`src/rtl/rx_drain_pkg.sv`:
```
package rx_drain_pkg;
    // Drain controller states.
    typedef enum logic {
        ST_FILL  = 1'b0,
        ST_DRAIN = 1'b1
    } drain_state_e;
endpackage

```
`src/rtl/rx_wm_legalize.sv`:
```
// Watermark legalizer.
// Maps the programmed high watermark into the legal range 1..nblocks-1.
// Any out-of-range value is replaced by nblocks-1 and flagged.
// Assumes nblocks >= 2.
module rx_wm_legalize #(
    parameter int BLK_W = 4
) (
    input  logic [BLK_W-1:0] nblocks,
    input  logic [BLK_W-1:0] wm_in,
    output logic [BLK_W-1:0] wm_eff,
    output logic             wm_bad
);
    // Range check and substitution.
    always_comb begin
        wm_bad = (wm_in == '0) || (wm_in >= nblocks);
        wm_eff = wm_bad ? (nblocks - 1'b1) : wm_in;
    end
endmodule

```
`src/rtl/rx_ring_store.sv`:
```
// Ring storage of bytes with an end-of-frame sideband bit.
// The active capacity is `cap` bytes (blocks times block size). Pointers wrap
// at that capacity.
// The writer's offset inside its current block is tracked, so that a pulse
// marks every block completion.
// Writes while full are dropped and set a sticky flag.
// Assumes cap and blk_bytes are constant outside reset.
module rx_ring_store #(
    parameter int DATA_W = 8,
    parameter int DEPTH  = 128,
    parameter int PTR_W  = 7,
    parameter int LVL_W  = 8,
    parameter int BYT_W  = 5
) (
    input  logic              clk,
    input  logic              rst_n,
    input  logic              wr_en,
    input  logic [DATA_W-1:0] wr_data,
    input  logic              wr_eof,
    input  logic              rd_pop,
    input  logic [LVL_W-1:0]  cap,
    input  logic [BYT_W-1:0]  blk_bytes,
    output logic [DATA_W-1:0] rd_data,
    output logic              rd_eof,
    output logic [LVL_W-1:0]  level,
    output logic              wr_accept,
    output logic              blk_done,
    output logic              overflow
);
    logic [DATA_W:0]  mem [DEPTH];
    logic [PTR_W-1:0] wr_ptr, rd_ptr;
    logic [BYT_W-1:0] blk_off;
    logic             wr_wrap, rd_wrap;

    // Acceptance, block completion and wrap points.
    always_comb begin
        wr_accept = wr_en && (level < cap);
        blk_done  = wr_accept && (blk_off == blk_bytes - 1'b1);
        wr_wrap   = (LVL_W'(wr_ptr) == cap - 1'b1);
        rd_wrap   = (LVL_W'(rd_ptr) == cap - 1'b1);
        rd_data   = mem[rd_ptr][DATA_W-1:0];
        rd_eof    = mem[rd_ptr][DATA_W];
    end

    // Byte array write; no reset needed on data.
    always_ff @(posedge clk) begin
        if (wr_accept) mem[wr_ptr] <= {wr_eof, wr_data};
    end

    // Pointers, fill level, block offset and overflow flag.
    always_ff @(posedge clk) begin
        if (!rst_n) begin
            wr_ptr   <= '0;
            rd_ptr   <= '0;
            level    <= '0;
            blk_off  <= '0;
            overflow <= 1'b0;
        end else begin
            if (wr_accept) begin
                wr_ptr  <= wr_wrap ? '0 : wr_ptr + 1'b1;
                blk_off <= blk_done ? '0 : blk_off + 1'b1;
            end
            if (rd_pop) rd_ptr <= rd_wrap ? '0 : rd_ptr + 1'b1;
            case ({wr_accept, rd_pop})
                2'b10:   level <= level + 1'b1;
                2'b01:   level <= level - 1'b1;
                default: level <= level;
            endcase
            if (wr_en && !wr_accept) overflow <= 1'b1;
        end
    end

    a_r8_level_bounded: assert property (@(posedge clk) disable iff (!rst_n)
        level <= cap);
    a_r8_overflow_sticky: assert property (@(posedge clk) disable iff (!rst_n)
        overflow |=> overflow);
    a_r2_level_still: assert property (@(posedge clk) disable iff (!rst_n)
        (!wr_accept && !rd_pop) |=> $stable(level));
endmodule

```
`src/rtl/rx_drain_fsm.sv`:
```
// Drain request state machine.
// In FILL state it counts block completions. It enters DRAIN when the count
// reaches the effective watermark, or when an end-of-frame byte is accepted.
// It leaves DRAIN only when the storage is empty and no write arrives in the
// same cycle. Leaving DRAIN clears the count.
// Assumes wm_eff >= 1.
module rx_drain_fsm
    import rx_drain_pkg::*;
#(
    parameter int BLK_W = 4
) (
    input  logic             clk,
    input  logic             rst_n,
    input  logic             wr_accept,
    input  logic             wr_eof,
    input  logic             blk_done,
    input  logic [BLK_W-1:0] wm_eff,
    input  logic             fifo_empty,
    output logic             draining
);
    drain_state_e     state;
    logic [BLK_W-1:0] blk_cnt;
    logic [BLK_W-1:0] cnt_next;

    // Count value if the current write completes a block.
    always_comb cnt_next = blk_cnt + 1'b1;

    // State and completed-block counter update.
    always_ff @(posedge clk) begin
        if (!rst_n) begin
            state   <= ST_FILL;
            blk_cnt <= '0;
        end else if (state == ST_FILL) begin
            if ((wr_accept && wr_eof) || (blk_done && cnt_next >= wm_eff)) begin
                state   <= ST_DRAIN;
                blk_cnt <= '0;
            end else if (blk_done) begin
                blk_cnt <= cnt_next;
            end
        end else if (fifo_empty && !wr_accept) begin
            state   <= ST_FILL;
            blk_cnt <= '0;
        end
    end

    always_comb draining = (state == ST_DRAIN);

    a_r4_eof_starts_drain: assert property (@(posedge clk) disable iff (!rst_n)
        (!draining && wr_accept && wr_eof) |=> draining);
    a_r5_drain_holds: assert property (@(posedge clk) disable iff (!rst_n)
        (draining && !fifo_empty) |=> draining);
    a_r6_count_below_wm: assert property (@(posedge clk) disable iff (!rst_n)
        !draining |-> (blk_cnt < wm_eff));
    a_r6_no_count_in_drain: assert property (@(posedge clk) disable iff (!rst_n)
        draining |-> (blk_cnt == '0));
endmodule

```
`src/rtl/rx_block_fifo_drain.sv`:
```
// Top level: receive block-ring FIFO with a high-watermark drain request.
// It joins the watermark legalizer, the ring storage and the drain state
// machine.
// A pop happens only on dma_ack while dma_req is high.
// Assumes the configuration is held constant outside reset.
module rx_block_fifo_drain #(
    parameter int DATA_W        = 8,
    parameter int MAX_BLOCKS    = 8,
    parameter int MAX_BLK_BYTES = 16,
    localparam int DEPTH = MAX_BLOCKS * MAX_BLK_BYTES,
    localparam int PTR_W = $clog2(DEPTH),
    localparam int LVL_W = $clog2(DEPTH + 1),
    localparam int BLK_W = $clog2(MAX_BLOCKS + 1),
    localparam int BYT_W = $clog2(MAX_BLK_BYTES + 1)
) (
    input  logic              clk,
    input  logic              rst_n,
    input  logic [BLK_W-1:0]  cfg_nblocks,
    input  logic [BYT_W-1:0]  cfg_blk_bytes,
    input  logic [BLK_W-1:0]  cfg_hiwm,
    input  logic              wr_en,
    input  logic [DATA_W-1:0] wr_data,
    input  logic              wr_eof,
    output logic              dma_req,
    input  logic              dma_ack,
    output logic [DATA_W-1:0] rd_data,
    output logic              rd_eof,
    output logic              overflow,
    output logic              cfg_err
);
    logic [BLK_W-1:0] wm_eff;
    logic [LVL_W-1:0] cap, level;
    logic             wr_accept, blk_done, draining, rd_pop;

    // Active capacity and the gated pop.
    always_comb begin
        cap     = LVL_W'(cfg_nblocks) * LVL_W'(cfg_blk_bytes);
        dma_req = draining && (level != '0);
        rd_pop  = dma_ack && dma_req;
    end

    rx_wm_legalize #(.BLK_W(BLK_W)) u_wm (
        .nblocks (cfg_nblocks),
        .wm_in   (cfg_hiwm),
        .wm_eff  (wm_eff),
        .wm_bad  (cfg_err)
    );

    rx_ring_store #(
        .DATA_W (DATA_W),
        .DEPTH  (DEPTH),
        .PTR_W  (PTR_W),
        .LVL_W  (LVL_W),
        .BYT_W  (BYT_W)
    ) u_ring (
        .clk       (clk),
        .rst_n     (rst_n),
        .wr_en     (wr_en),
        .wr_data   (wr_data),
        .wr_eof    (wr_eof),
        .rd_pop    (rd_pop),
        .cap       (cap),
        .blk_bytes (cfg_blk_bytes),
        .rd_data   (rd_data),
        .rd_eof    (rd_eof),
        .level     (level),
        .wr_accept (wr_accept),
        .blk_done  (blk_done),
        .overflow  (overflow)
    );

    rx_drain_fsm #(.BLK_W(BLK_W)) u_fsm (
        .clk        (clk),
        .rst_n      (rst_n),
        .wr_accept  (wr_accept),
        .wr_eof     (wr_eof),
        .blk_done   (blk_done),
        .wm_eff     (wm_eff),
        .fifo_empty (level == '0),
        .draining   (draining)
    );

    a_r7_wm_in_range: assert property (@(posedge clk) disable iff (!rst_n)
        (wm_eff != '0) && (wm_eff < cfg_nblocks));
    a_r9_no_pop_idle: assert property (@(posedge clk) disable iff (!rst_n)
        (!dma_req && !wr_accept) |=> $stable(level));
    a_r5_req_until_empty: assert property (@(posedge clk) disable iff (!rst_n)
        (dma_req && !rd_pop) |=> dma_req);
endmodule

```
`config.mk`:
```
export PLATFORM = sky130hd
export DESIGN_NAME = rx_block_fifo_drain
export DESIGN_NICKNAME = d
export VERILOG_FILES = /design/src/rtl/rx_drain_pkg.sv /design/src/rtl/rx_wm_legalize.sv /design/src/rtl/rx_ring_store.sv /design/src/rtl/rx_drain_fsm.sv /design/src/rtl/rx_block_fifo_drain.sv
export SDC_FILE = /design/constraint.sdc
export NUM_CORES = 1
export LEC_CHECK = 0
export ABC_AREA = 1
export BUFFER_PORTS_ARGS = -buffer_cell sky130_fd_sc_hd__buf_4
export CAP_MARGIN = 20
export CORE_MARGIN = 4
export CORE_UTILIZATION = 25
export DETAILED_ROUTE_END_ITERATION = 16
export GPL_ROUTABILITY_DRIVEN = 1
export PLACE_DENSITY = 0.46
export SLEW_MARGIN = 20
export SYNTH_ARGS = -nofsm -noshare
export SYNTH_HDL_FRONTEND = slang
export SYNTH_SLANG_ARGS = --single-unit
```
`constraint.sdc`:
```
create_clock -name clk -period 6.8 [get_ports clk]
set_input_delay 0.68 -clock clk [delete_from_list [all_inputs] [get_ports clk]]
set_output_delay 0.68 -clock clk [all_outputs]
set_load 0.05 [all_outputs]
```
==> results.toml <==
[synthesis]
ys.flop_type = "edfxtp_1"
postSynthAreaPerCell_um2 = 12.3
ys_top_cells_by_area = "edfxtp_1, nor2_1, o21ai_0"
synth_seq_area_share_pct = 72.0
synth_top_cell_by_area = "edfxtp_1"
synth-async-reset-ratio_pct = 0
post_synth_most_frequent_cells = "edfxtp_1, nor2_1, o21ai_0, o22ai_1, nand2_1"
ys_warn_count = 0
synth-edff-count = 1152
syn_nets = 4046
synth_seq_cells = 1192
yosys.area.top_type_share_pct = 70.4
yosysMostFrequentCell = "edfxtp_1"
synth_cell_types = 49
synth_area_um2 = 49100
netlist_instances = 3979

[detailed_routing]
wl_per_cell_um = 22.6
vias = 32400
antenna_left = 0
wl_mm = 151
drtPass1Iterations = 5
drcViolationCount = 0
viasPerCell = 4.83
drt_iter0_drc = 3832

[pwr]
clkPwrFrac_pct = 38.6
cellInternalPower_w = 0.0124
p_seq_share_pct = 48.3
switchingPower_w = 0.00460
total_power_w = 0.0170
sw_frac_of_total_pct = 27.0
comb_power_share_pct = 13.1
p_per_area_nw_per_um2 = 302
p_leak_nw = 18.3
vdd_drop_max_v = 0.000206

[timing]
period_share_pct = 78.0
finalClockSkew_ns = 0.0234
setup-violations-final = 0
slew_headroom_pct = 23.2
rsz0062_at_grt = "no"
final_max_slew_viol_count = 0
tightest_slew_ns = 1.15
finalSetupTns_ns = 0
final_hold_viol_count = 0
finalCriticalPeriod_ns = 5.30
fmax_mhz = 189

[place]
dp.cells = 6489
gp_congestion = 0.817
placed_cell_area_um2 = 52500
dpl.hpwl_mm = 89.7
numPortBuffers = 37

[cts]
path_clk_slew_ns = 0.07
ctsHoldBuffers = 0
cts.htree.levels = 3
cts.repair.resized = 0
cts_root_buffer = "clkbuf_16"
clock_sinks = 1192
cts_tree = "built"
clk_path_buf_depth = 3
clock_latency_ns = 0.74
post_cts_buffers = 0
cts_buffers = 118

[global_route]
grt_max_degree = 274
antenna_found_initial = 4
grt_pass1_wl_mm = 220
grt_overflow = 0
grt.total_usage_pct = 14.4
first_global_vias = 31700

[floorplan]
ios = 38
die-area_um2 = 204000
fp.coreArea_um2 = 195000
start_util_pct = 25.2
die_y_um = 451
std_cell_rows = 162
chipWidth_um = 451

[critical_path]
critPathArrivalTime_ns = 5.66
crit_path_end_kind = "flop"
crit_path_start_kind = "input port"
cp.required_ns = 7.16
crit_type = "input port to flop"
cp_max_fo = 16

[layout]
ff_latch_area_um2 = 35400
n_fill_cell = 19800
final-instance-count-excl-fill = 6713
final_nets = 4052
fin_util_pct = 28.9
design_area_um2 = 56400
multiInputGateArea_um2 = 12200
area_growth_pct = 14.7
drive_above_1_share_pct = 8.96

[status]
status = "finished clean"

[run]
cap_violations = 0

[hold_path]
holdCritPathClass = "input port to flop"
[worst paths after layout]
path                                  startpoint           endpoint  slack (ns)  cells after the start
worst min-delay path                       wr_en    u_ring.overflow        0.23                      3
worst min register to register   u_ring.overflow    u_ring.overflow        0.49                      2
worst max register to register  u_ring.wr_ptr[3]  u_ring.mem[76][6]        3.40                      4
worst max-delay path              cfg_nblocks[1]  u_ring.mem[14][7]        1.50                     24
[metal layers]
metal | track usage (%) | vias to the layer above | part of all wire [%] | wire length (um)
met2 | 22.5 | 1077 | 46 | 69200
met1 | 20.8 | 16500 | 46 | 69900
met5 | 0 | - | 0.0086 | 13
li1 | - | 14600 | - | -
met4 | 3.30 | 2 | 2.0 | 3100
met3 | 2.47 | 177 | 6.1 | 9270
[worst max-delay path, stage by stage]
cell and delay, ns:
buf_4 0.13, nand2_1 0.06, inv_1 0.05, fa_1 0.53, inv_1 0.05, fa_1 0.47
inv_1 0.04, ha_1 0.33, a21oi_1 0.18, nand2_1 0.07, nand2_1 0.14, nand2_1 0.07
a21oi_1 0.13, nand2_1 0.06, nand2_1 0.09, inv_1 0.07, ha_1 0.31, inv_1 0.07
o21bai_1 0.10, nor2_4 0.18, nand3_4 0.21, inv_4 0.25, nand3_4 0.52, nor2_1 0.82
[logic make-up (layout without fill, tap and decap cells)]
logic type | count (synthesis) | count (layout) | share of synthesized area, %
other | 0 | 3 | 0
buffers and inverters | 368 | 475 | 3.23
adders and majority gates | 41 | 41 | 1.14
AOI/OAI and AO/OA | 1139 | 1139 | 13.0
xor gates and xnor gates | 48 | 48 | 0.856
DFF | 1192 | 1192 | 72.0
and+or+nand+nor | 1191 | 1191 | 9.73
[area by class of cell]
| cell class | count | area share [%] |
|---|---|---|
| multi-input combinational | 2419 | 21.6 |
| tap | 2624 | 5.83 |
| sequential | 1192 | 62.8 |
| clock inverter | 74 | 1.19 |
| inverter | 101 | 0.728 |
| antenna | 3 | 0.0133 |
| clock buffer | 147 | 5.67 |
| timing repair buffer | 153 | 2.17 |
[per-stage QoR]
stage,setup slack [ns],hold WS [ns]
after floorplan,1.35,0.471
after global routing,1.15,0.209
after global placement,0.723,0.491
after CTS,1.49,0.175
final,1.50,0.234
after detailed placement,0.689,0.462
[power by group through the flow]
stage               Clock, W  Sequential [W]  Combinational (W)
CTS                  0.00670         0.00823            0.00225
floorplan                  0         0.00835            0.00144
finish               0.00658         0.00823            0.00224
global route         0.00705         0.00823            0.00246
detailed placement         0         0.00838            0.00224
global placement           0         0.00839            0.00226
[sequential cells by signal, indices dropped and copies added (netlist names), named ones only]
register / cells
u_fsm.blk_cnt: 4
u_fsm.draining: 1
u_ring.blk_off: 5
u_ring.level: 8
u_ring.mem: 1152
u_ring.overflow: 1
u_ring.rd_ptr: 7
u_ring.wr_ptr: 7
[layout by cell type, fill, tap and decap left out, types with 10 or more instances in the layout]
master     synthesis  layout
clkbuf_16          0     122
dfxtp_1           40      35
nand3_1           77      77
ha_1              35      35
inv_1             88      88
o22ai_1          288     288
bufinv_16          0      10
nor2_1           881     881
xnor2_1           12      12
a21oi_1           25      25
clkbuf_1         174      20
or2_1             10      10
clkinv_2           1      29
buf_4             18     147
clkinv_1           4      24
edfxtp_1        1152    1152
nand2_1          182     182
o21ai_1           78      78
o221ai_1          48      48
o211ai_1          43      43
o21ai_0          642     642
xor2_1            36      36
Power figures use the tool's default switching activity.
